`config.mk`:
```
export PLATFORM = sky130hd
export DESIGN_NAME = sup_trap_ctrl
export DESIGN_NICKNAME = d
export VERILOG_FILES = /design/src/rtl/trap_pkg.sv /design/src/rtl/trap_arbiter.sv /design/src/rtl/trap_csr_file.sv /design/src/rtl/sup_trap_ctrl.sv
export SDC_FILE = /design/constraint.sdc
export NUM_CORES = 1
export LEC_CHECK = 0
export BUFFER_PORTS_ARGS = -buffer_cell sky130_fd_sc_hd__buf_4
export CORE_MARGIN = 10
export CORE_UTILIZATION = 53
export DETAILED_ROUTE_END_ITERATION = 7
export GPL_TIMING_DRIVEN = 0
export PLACE_DENSITY_LB_ADDON = 0.2
export SYNTH_ARGS = -nofsm -noshare
export SYNTH_HDL_FRONTEND = slang
export SYNTH_SLANG_ARGS = --single-unit
```
`constraint.sdc`:
```
create_clock -name clk -period 2.45 [get_ports clk]
set_clock_uncertainty 0.05 [all_clocks]
set_input_delay 0.245 -clock clk [delete_from_list [all_inputs] [get_ports clk]]
set_output_delay 0.245 -clock clk [all_outputs]
set_load 0.01 [all_outputs]
```
`src/rtl/trap_pkg.sv`:
```
package trap_pkg;

    localparam int unsigned NSRC = 3;
    localparam int unsigned SRC_SW  = 0;
    localparam int unsigned SRC_TMR = 1;
    localparam int unsigned SRC_EXT = 2;

    localparam logic [11:0] CSR_SSTATUS = 12'h100;
    localparam logic [11:0] CSR_SIE     = 12'h104;
    localparam logic [11:0] CSR_STVEC   = 12'h105;
    localparam logic [11:0] CSR_SEPC    = 12'h141;
    localparam logic [11:0] CSR_SCAUSE  = 12'h142;
    localparam logic [11:0] CSR_SIP     = 12'h144;

    localparam int unsigned ST_GIE  = 1;
    localparam int unsigned ST_SPIE = 5;
    localparam int unsigned ST_SPP  = 8;

    localparam int unsigned CODE_ECALL_U = 8;
    localparam int unsigned CODE_ECALL_S = 9;

    localparam logic PRIV_U = 1'b0;
    localparam logic PRIV_S = 1'b1;

    typedef enum logic [2:0] {
        EV_IDLE  = 3'd0,
        EV_EXC   = 3'd1,
        EV_ECALL = 3'd2,
        EV_IRQ   = 3'd3,
        EV_SRET  = 3'd4
    } trap_ev_e;

    // Bit position of a source inside the enable/pending registers; it is
    // also the interrupt cause code of that source.
    function automatic int unsigned src_bit(input int unsigned src);
        return 1 + 4 * src;
    endfunction

endpackage

```
`src/rtl/trap_arbiter.sv`:
```
module trap_arbiter
    import trap_pkg::*;
#(
    parameter int unsigned XLEN    = 32,
    parameter int unsigned CAUSE_W = 4
) (
    input  logic               exc_valid,
    input  logic [CAUSE_W-1:0] exc_cause,
    input  logic               ecall,
    input  logic               sret,
    input  logic               priv,
    input  logic [NSRC-1:0]    irq_pend,
    input  logic [NSRC-1:0]    src_en,
    input  logic               g_ie,
    output trap_ev_e           ev,
    output logic [XLEN-1:0]    cause,
    output logic [NSRC-1:0]    grant
);

    logic [NSRC-1:0] armed;
    logic [XLEN-2:0] irq_code;

    // Per-source gating: line, source enable and global enable together.
    for (genvar g = 0; g < NSRC; g++) begin : g_gate
        assign armed[g] = irq_pend[g] & src_en[g] & g_ie;
    end

    // Fixed priority: external, then software, then timer.
    always_comb begin
        grant = '0;
        if (armed[SRC_EXT])      grant[SRC_EXT] = 1'b1;
        else if (armed[SRC_SW])  grant[SRC_SW]  = 1'b1;
        else if (armed[SRC_TMR]) grant[SRC_TMR] = 1'b1;
    end

    always_comb begin
        irq_code = '0;
        for (int unsigned s = 0; s < NSRC; s++) begin
            if (grant[s]) irq_code = (XLEN-1)'(src_bit(s));
        end
    end

    // Event selection: synchronous events first, return last.
    always_comb begin
        if (exc_valid)       ev = EV_EXC;
        else if (ecall)      ev = EV_ECALL;
        else if (|armed)     ev = EV_IRQ;
        else if (sret)       ev = EV_SRET;
        else                 ev = EV_IDLE;
    end

    always_comb begin
        cause = '0;
        unique case (ev)
            EV_EXC:   cause = XLEN'(exc_cause);
            EV_ECALL: cause = (priv == PRIV_S) ? XLEN'(CODE_ECALL_S)
                                               : XLEN'(CODE_ECALL_U);
            EV_IRQ:   cause = {1'b1, irq_code};
            EV_SRET:  cause = '0;
            EV_IDLE:  cause = '0;
            default:  cause = '0;
        endcase
    end

endmodule

```
`src/rtl/trap_csr_file.sv`:
```
module trap_csr_file
    import trap_pkg::*;
#(
    parameter int unsigned XLEN = 32
) (
    input  logic            clk,
    input  logic            rst_n,
    input  logic            csr_we,
    input  logic [11:0]     csr_addr,
    input  logic [XLEN-1:0] csr_wdata,
    output logic [XLEN-1:0] csr_rdata,
    input  logic [NSRC-1:0] irq_pend,
    input  trap_ev_e        ev,
    input  logic [XLEN-1:0] cause,
    input  logic [XLEN-1:0] pc,
    input  logic            priv,
    output logic            g_ie,
    output logic            spie,
    output logic            spp,
    output logic [NSRC-1:0] src_en,
    output logic [XLEN-1:0] stvec,
    output logic [XLEN-1:0] sepc
);

    logic [XLEN-1:0] scause;

    // State register process: one commit per cycle, chosen by the event.
    always_ff @(posedge clk or negedge rst_n) begin
        if (!rst_n) begin
            g_ie   <= 1'b0;
            spie   <= 1'b0;
            spp    <= PRIV_U;
            src_en <= '0;
            stvec  <= '0;
            sepc   <= '0;
            scause <= '0;
        end else begin
            unique case (ev)
                EV_EXC, EV_ECALL, EV_IRQ: begin
                    sepc   <= pc;
                    scause <= cause;
                    spp    <= priv;
                    spie   <= g_ie;
                    g_ie   <= 1'b0;
                end
                EV_SRET: begin
                    g_ie <= spie;
                    spie <= 1'b1;
                    spp  <= PRIV_U;
                end
                EV_IDLE: begin
                    if (csr_we) begin
                        case (csr_addr)
                            CSR_SSTATUS: begin
                                g_ie <= csr_wdata[ST_GIE];
                                spie <= csr_wdata[ST_SPIE];
                                spp  <= csr_wdata[ST_SPP];
                            end
                            CSR_SIE: begin
                                for (int unsigned s = 0; s < NSRC; s++) begin
                                    src_en[s] <= csr_wdata[src_bit(s)];
                                end
                            end
                            CSR_STVEC:  stvec  <= {csr_wdata[XLEN-1:2], 2'b00};
                            CSR_SEPC:   sepc   <= csr_wdata;
                            CSR_SCAUSE: scause <= csr_wdata;
                            default: ;
                        endcase
                    end
                end
                default: ;
            endcase
        end
    end

    always_comb begin
        csr_rdata = '0;
        case (csr_addr)
            CSR_SSTATUS: begin
                csr_rdata[ST_GIE]  = g_ie;
                csr_rdata[ST_SPIE] = spie;
                csr_rdata[ST_SPP]  = spp;
            end
            CSR_SIE: begin
                for (int unsigned s = 0; s < NSRC; s++) begin
                    csr_rdata[src_bit(s)] = src_en[s];
                end
            end
            CSR_SIP: begin
                for (int unsigned s = 0; s < NSRC; s++) begin
                    csr_rdata[src_bit(s)] = irq_pend[s];
                end
            end
            CSR_STVEC:  csr_rdata = stvec;
            CSR_SEPC:   csr_rdata = sepc;
            CSR_SCAUSE: csr_rdata = scause;
            default:    csr_rdata = '0;
        endcase
    end

endmodule

```
`src/rtl/sup_trap_ctrl.sv`:
```
module sup_trap_ctrl
    import trap_pkg::*;
#(
    parameter int unsigned XLEN    = 32,
    parameter int unsigned CAUSE_W = 4
) (
    input  logic               clk,
    input  logic               rst_n,
    input  logic               irq_sw_i,
    input  logic               irq_tmr_i,
    input  logic               irq_ext_i,
    input  logic               exc_valid_i,
    input  logic [CAUSE_W-1:0] exc_cause_i,
    input  logic               ecall_i,
    input  logic               sret_i,
    input  logic [XLEN-1:0]    pc_i,
    input  logic               priv_i,
    input  logic               csr_we_i,
    input  logic [11:0]        csr_addr_i,
    input  logic [XLEN-1:0]    csr_wdata_i,
    output logic [XLEN-1:0]    csr_rdata_o,
    output logic               redirect_o,
    output logic [XLEN-1:0]    next_pc_o,
    output logic               next_priv_o
);

    logic [NSRC-1:0] irq_pend;
    logic [NSRC-1:0] src_en;
    logic [NSRC-1:0] irq_grant;
    logic            g_ie;
    logic            spie;
    logic            spp;
    logic [XLEN-1:0] stvec_q;
    logic [XLEN-1:0] sepc_q;
    logic [XLEN-1:0] trap_cause;
    trap_ev_e        ev;

    always_comb begin
        irq_pend          = '0;
        irq_pend[SRC_SW]  = irq_sw_i;
        irq_pend[SRC_TMR] = irq_tmr_i;
        irq_pend[SRC_EXT] = irq_ext_i;
    end

    trap_arbiter #(
        .XLEN    (XLEN),
        .CAUSE_W (CAUSE_W)
    ) i_arb (
        .exc_valid (exc_valid_i),
        .exc_cause (exc_cause_i),
        .ecall     (ecall_i),
        .sret      (sret_i),
        .priv      (priv_i),
        .irq_pend  (irq_pend),
        .src_en    (src_en),
        .g_ie      (g_ie),
        .ev        (ev),
        .cause     (trap_cause),
        .grant     (irq_grant)
    );

    trap_csr_file #(
        .XLEN (XLEN)
    ) i_csr (
        .clk       (clk),
        .rst_n     (rst_n),
        .csr_we    (csr_we_i),
        .csr_addr  (csr_addr_i),
        .csr_wdata (csr_wdata_i),
        .csr_rdata (csr_rdata_o),
        .irq_pend  (irq_pend),
        .ev        (ev),
        .cause     (trap_cause),
        .pc        (pc_i),
        .priv      (priv_i),
        .g_ie      (g_ie),
        .spie      (spie),
        .spp       (spp),
        .src_en    (src_en),
        .stvec     (stvec_q),
        .sepc      (sepc_q)
    );

    // Output process: steering for the selected event.
    always_comb begin
        redirect_o  = 1'b0;
        next_pc_o   = pc_i;
        next_priv_o = priv_i;
        unique case (ev)
            EV_EXC, EV_ECALL, EV_IRQ: begin
                redirect_o  = 1'b1;
                next_pc_o   = stvec_q;
                next_priv_o = PRIV_S;
            end
            EV_SRET: begin
                redirect_o  = 1'b1;
                next_pc_o   = sepc_q;
                next_priv_o = spp;
            end
            EV_IDLE: ;
            default: ;
        endcase
    end

endmodule

```
==> results.md, run 1 <==
- Synth Area in Adders: 0%
- Post-route cell area: 7570 sq um
- Drt wl/cell: 22.3 um
- Die Outline Area: 15400 sq um
- Total number of vias: 5777
- Deepest clock path buffer count: 2
- GRT Total Usage: 25.4%
- Count of H-tree levels built during CTS: 3
- Placer Congestion: 0.911
- Type of element launching the critical path: flip-flop
- Power per cell area: 440 nW/um^2
- Count of flip-flops with a built-in enable after synthesis: 0
- Floorplan die width: 124 um
- Post-synth top flop: dfrtp_1
- Final-report max-slew violation count: 0
- Post-synthesis mux area share: 18.5%
- Max-capacitance violation count: 0
- Via/cell ratio: 6.26
- Library cell used as clock root buffer: clkbuf_8
- Fraction of registers with async set/reset: 100%
- Maximum fanout along the worst path: 10
- Initial antenna violation count: 0
- Clk slew on worst S/H paths: 0.11 ns
- Mean instance size in the synthesized netlist: 9.47 sq um
- Critical Path End Type: primary output
- CTS buffer count: 9
- Worst r2r src: i_csr.g_ie$_DFFE_PN0P_
- Sinks on the clock net: 100
- Wirelength, routed: 20.6 mm
- Path type of the worst setup path: flip-flop to primary output
- Main combinational cell family by area after synthesis: multiplexers
- Die height: 124 um
- Row cnt: 37
- Parity-gate share of the synthesized area counting xor and xnor cells: 0%
- Post-Synth Simple-Gate Area: 14.9%
- First drt pass iteration count: 6
- Unrepaired setup endpoints after global routing: true
- Number of top-level pins: 156
- Clock latency at the later pin of the worst-skew pair: 0.37 ns
- Number of failing setup endpoints in the final timing report: 0
- Slew at the pin closest to its max-slew limit: 0.939 ns
- First-pass GRT wire length: 30.9 mm
- Number of global-route vias before repair: 5806
- Post-Place Cells: 896
- Area fraction in compound gates after synthesis: 16.6%
- Area grow syn2layout: 31.9%
- Antenna diode count: 0
- Placeable core region: 10500 sq um
- Leak pwr: 3.66 nW
- Worst slew slack as a fraction of its limit: 37.4%
- Launch point of the worst hold path: pc_i[12]
- Cell accounting for the most synthesized area: dfrtp_1
- Number of standard cells after synthesis: 606
- Number of routed nets with antenna violations: 0
- Warnings from Yosys: 0
- Syn Std Cell Area: 5740 sq um
- Starting utilization of the core area: 54.9%
- Fraction of layout cells with a size suffix above 1: 32.8%
- Crit path launch: i_csr.g_ie$_DFFE_PN0P_
- Top cells by area in the synthesized netlist: dfrtp_1 44%, mux2i_1 12%, nand2_1 6.6%, mux2_2 5.1%, a222oi_1 4.7%
- Overflow after GRT: 0
- Port Buf Inserts: 154
- Detailed router's first-iteration violation count: 901
- Clock tree from TritonCTS: done
- Flops & latches, synth: 100
- Fmax: 408 MHz
- Count of final hold-check violations: 0
- Final core utilization: 72.4%
- VDD IR-drop max: 0.000280 V
- Share of the cycle needed by the critical path after routing: 99.9%
- Classification of the worst-slack hold path: primary input to flip-flop
- Minimum clock period after layout: 2.45 ns
- Area fraction of the dominant cell type after synthesis: 43.6%
- Fraction of the yosys area taken by sequential cells: 43.6%
- Placed inst area: 7070 sq um
- Nets@finish: 872
- Filler cells: 823
- Req. time, crit path: 2.15 ns
- Run status: complete, no violations
- Final cell count without fillers: 923
- # DRC: 0
- Netlist cell types: 48
- Placed wire-length estimate after detailed placement: 14.3 mm
- Mapped Nets: 696
- Final Total Pwr: 3.34 mW
- Worst path arrival time: 2.15 ns
- Maximum number of pins on one net before global-route repair: 101
[critical path, stage by stage (launching register included)]
cell	delay [ns]
dfrtp_2	0.44
a311oi_4	0.37
a21bo_4	0.31
clkbuf_16	0.17
clkbuf_8	0.18
nand2_1	0.07
o21ai_1	0.08
buf_4	0.16
[kinds of logic after synthesis]
| family | after synthesis |
|---|---|
| simple gates | 171 |
| buf+inv | 84 |
| compound gates | 149 |
| mux | 102 |
| flops | 100 |
[cell usage after synthesis, types with 2 or more instances]
library cell,count
buf_4,2
inv_1,32
a211oi_1,2
nor4_1,2
or3b_2,2
buf_1,2
dfrtp_1,100
a222oi_1,27
buf_6,4
nor4_4,2
nor3_1,2
o22ai_1,2
nand3_1,32
or4_1,3
a22o_1,2
o21ai_0,34
nor2b_1,2
mux2_1,7
or4b_2,2
o21ai_1,29
a21oi_1,35
nand2b_1,3
a311oi_1,2
nand2_1,101
nor2_1,7
nor4_2,4
clkbuf_1,31
buf_2,13
mux2_2,26
mux2i_1,69
a22oi_1,8
[report_power, final]
part	switching [mW]	internal, mW
Combinational	0.301	0.245
Clock	0.630	0.411
Sequential	0.0449	1.70
Total	0.976	2.36
[layer usage]
metal / wire length (um) / global-route usage [%] / vias to the layer above
met4: 442 / 9.35 / 0
met3: 1990 / 5.11 / 44
li1: - / - / 2548
met1: 8090 / 32.1 / 2833
met5: 0 / 0 / -
met2: 10100 / 42.0 / 352
[repair_timing]
action,4_1_cts,5_1_grt
setup endpoints to repair,121,64
gates resized for setup,50,23
buffers inserted,5,5
endpoints found under the hold margin,0,1
cloned,0,2
hold buffers,0,1
pin swaps,4,4
[placed cells by master (no fill, tap or decap), types with 3 or more instances in the layout]
cell	n
buf_4	165
nand2_1	101
dfrtp_1	99
mux2i_1	69
o21ai_1	41
a21oi_1	35
inv_1	32
nand3_1	32
a222oi_1	27
mux2_2	26
o21ai_0	22
clkbuf_1	16
clkbuf_8	11
buf_6	10
a22oi_1	8
clkbuf_2	7
mux2_1	7
nor2_1	6
buf_8	5
nor4_4	5
buf_2	5
clkbuf_4	3
or4_1	3
nand2b_1	3
inv_6	3
[worst paths after layout]
path	endpoint	slack [ns]	cells past startpoint
max	next_pc_o[30]	0.002	7
min	i_csr.sepc[12]$_DFFE_PN0P_	0.03	3
max reg2reg	i_csr.stvec[31]$_DFFE_PN0P_	0.13	6
min reg2reg	i_csr.scause[3]$_DFFE_PN0P_	0.48	2
max in group asynchronous	i_csr.g_ie$_DFFE_PN0P_	1.20	2
min in group asynchronous	i_csr.scause[1]$_DFFE_PN0P_	0.50	2
[layout make-up]
type	count	area, sq um	share of cell area, %
inverter	32	120	1.59
buffer	50	369	4.87
sequential	100	2500	33.1
clock inverter	5	42.5	0.562
timing repair buffer	166	1280	16.9
multi-input combinational	423	2950	38.9
tap	136	170	2.25
clock buffer	11	141	1.87
[metrics by stage]
step / setup slack, ns / hold slack (ns) / TNS (ns)
2_1_floorplan: 0.274 / -0.101 / 0
3_3_place_gp: -0.468 / 0.406 / -21.24
3_5_place_dp: -0.549 / 0.401 / -25.55
4_1_cts: 0.00709 / 0.0228 / 0
5_1_grt: -0.0268 / 0.0391 / -0.153
6_report: 0.00176 / 0.0263 / 0
[flip-flops by register name, summed over array words and instances (netlist names)]
signal / cells
i_csr.g_ie: 1
i_csr.scause: 32
i_csr.sepc: 32
i_csr.spie: 1
i_csr.spp: 1
i_csr.src_en: 3
i_csr.stvec: 30
Power figures use the tool's default switching activity.
==> run 2, diff against run 1 <==
- CORE_UTILIZATION: 53 -> 50
- PLACE_DENSITY: unset -> 0.77
- PLACE_DENSITY_LB_ADDON: 0.2 -> unset
==> run 2 against run 1 <==
Clock power up 37%. Register-to-register slack about the same. Worst hold slack improved by 0.033 ns. Critical path depth decreased by 1. The run now ends with negative setup slack left. Final area up 2.1%. Fmax down 0.29%. Sequential power about the same. Combinational power grew 0.9%. Global-route usage fell by 0.89 points. First-iteration DRC count is 18% lower. Sequential cell count unchanged.
==> results.md, run 2 (synthesis gave the netlist of run 1 again) <==
- Run status: finished, violations left
- Violated checks: negative setup slack
- Switch share: 25.7%
- Maximum fanout along the worst path: 10
- First-pass GRT wire length: 32.2 mm
- Placeable core region: 11300 sq um
- Initial antenna violation count: 0
- Clock tree from TritonCTS: done
- Placed inst area: 7080 sq um
- Post-route cell area: 7730 sq um
- Fraction of layout cells with a size suffix above 1: 33.0%
- Die height: 127 um
- GRT Total Usage: 24.5%
- Stages on the worst setup path: 6
- Placed wire-length estimate after detailed placement: 14.7 mm
- PnR worst setup slack: -0.00530 ns
- Unrepaired setup endpoints after global routing: true
- Starting utilization of the core area: 50.7%
- Overflow after GRT: 0
- Worst Hold Slack: 0.0593 ns
- Critical Path Slowest Stage Cell: dfrtp_2
- Hold path cells: 3
- First drt pass iteration count: 7
- Number of routed nets with antenna violations: 0
- Wirelength, routed: 21.0 mm
- Sinks on the clock net: 100
- Share of the cycle needed by the critical path after routing: 100%
- Floorplan die width: 127 um
- Number of failing setup endpoints in the final timing report: 1
- Drt wl/cell: 22.6 um
- Worst slew slack as a fraction of its limit: 44.8%
- Clock latency at the later pin of the worst-skew pair: 0.35 ns
- Comb pwr share: 14.8%
- Count of H-tree levels built during CTS: 3
- Final-report max-slew violation count: 0
- Slew at the pin closest to its max-slew limit: 0.828 ns
- Port Buf Inserts: 154
- Detailed router's first-iteration violation count: 737
- Worst path arrival time: 2.16 ns
- Crit-path cells: a311oi_4 -> a21bo_4 -> clkbuf_16 -> clkbuf_4 -> nor2_1 -> buf_4
- Largest stage delay, worst path: 0.42 ns
- Top cell family by delay on the critical path: compound AO/OA/AOI/OAI gates
- Buffers plus inverters on the worst setup path: 3
- Clock power frac: 38.2%
- Number of global-route vias before repair: 5894
- Critical Path End Type: primary output
- Die Outline Area: 16200 sq um
- Clk slew on worst S/H paths: 0.06 ns
- Via/cell ratio: 6.21
- Power per cell area: 481 nW/um^2
- Library cell used as clock root buffer: clkbuf_16
- Final Total Pwr: 3.72 mW
- Count of final hold-check violations: 0
- Req. time, crit path: 2.15 ns
- Nets@finish: 873
- Leak pwr: 3.74 nW
- Max-capacitance violation count: 0
- Antenna diode count: 0
- CTS buffer count: 9
- Area grow syn2layout: 34.7%
- Switching power: 0.957 mW
- Number of top-level pins: 156
- Fmax: 407 MHz
- Row cnt: 39
- Sequential power share: 47.0%
- Commonest cells after routing, fill and taps aside: 168 x buf_4, 101 x nand2_1, 99 x dfrtp_1
- Total number of vias: 5772
- Biggest registers after layout: i_csr.scause: 32 flops, i_csr.sepc: 32 flops, i_csr.stvec: 30 flops
- Post-placement worst setup slack: -0.448 ns
- Placer Congestion: 0.876
- Total internal power: 2.77 mW
- Filler cells: 896
- Maximum number of pins on one net before global-route repair: 101
- # DRC: 0
- Path type of the worst setup path: flip-flop to primary output
- Path depth of the worst reg2reg path: 6
- Accumulated negative setup slack: -0.00530 ns
- Leading cell type in the layout, fill and taps excluded: buf_4
- Minimum clock period after layout: 2.46 ns
- Deepest clock path buffer count: 2
- Type of element launching the critical path: flip-flop
- Classification of the worst-slack hold path: primary input to flip-flop
- VDD IR-drop max: 0.000338 V
run 2: cell count changes in the layout (fill, tap and decap cells not counted), sizes merged:
cell,before,now
clkbuf,39,44
inv,35,32
buf,187,185
bufinv,0,1
clkinvlp,1,0
run 2: stage by stage:
step	cells	util (%)
CTS	922	66.6
floorplan	606	-
detailed placement	903	62.5
global placement	903	62.5
global route	930	68.3
finish	930	68.3
run 2: worst reg2reg max path, cell delays in order, from the launching register on:
cell and delay [ns]:
dfrtp_2 0.42, a311oi_4 0.36, buf_4 0.19, a21boi_4 0.34, nand3_1 0.22, buf_2 0.28
mux2_1 0.35
run 2: worst paths after layout:
| kind | from | end | slack [ns] |
|---|---|---|---|
| max in group asynchronous | rst_n | i_csr.scause[0]$_DFFE_PN0P_ | 1.26 |
| min | pc_i[5] | i_csr.sepc[5]$_DFFE_PN0P_ | 0.06 |
| max | i_csr.g_ie$_DFFE_PN0P_ | next_pc_o[0] | -0.005 |
| max reg2reg | i_csr.g_ie$_DFFE_PN0P_ | i_csr.stvec[31]$_DFFE_PN0P_ | 0.13 |
| min reg2reg | i_csr.scause[30]$_DFFE_PN0P_ | i_csr.scause[30]$_DFFE_PN0P_ | 0.47 |
| min in group asynchronous | rst_n | i_csr.sepc[8]$_DFFE_PN0P_ | 0.38 |
run 2: timing repair:
| action | CTS | global route |
|---|---|---|
| buffers inserted | 6 | 4 |
| endpoints found under the hold margin | 0 | 41 |
| gates resized for setup | 45 | 31 |
| cloned | 0 | 3 |
| endpoints found under the setup margin | 113 | 70 |
| hold buffers | 0 | 1 |
| pin swaps | 4 | 3 |
run 2: area by class of cell:
| cell class | count | area (sq um) | area share, % |
|---|---|---|---|
| buffer | 49 | 373 | 4.82 |
| timing repair buffer | 168 | 1320 | 17.1 |
| multi-input combinational | 423 | 2950 | 38.2 |
| inverter | 32 | 120 | 1.55 |
| clock inverter | 2 | 35.0 | 0.453 |
| sequential | 100 | 2500 | 32.4 |
| clock buffer | 13 | 250 | 3.24 |
| tap | 143 | 179 | 2.31 |
run 2: power by group through the flow:
stage                     sequential [mW]  combinational [mW]  clock (mW)
after global routing                 1.76               0.597        1.48
after floorplan                      1.77               0.219           0
after CTS                            1.75               0.528        1.41
after detailed placement             1.78               0.508           0
final                                1.75               0.551        1.42
after global placement               1.78               0.495           0
run 2: routing by layer:
| metal | global-route usage (%) | wire [um] |
|---|---|---|
| met5 | 0 | 0 |
| met4 | 9.18 | 512 |
| met1 | 31.3 | 8530 |
| met3 | 5.71 | 1960 |
| met2 | 39.5 | 10000 |
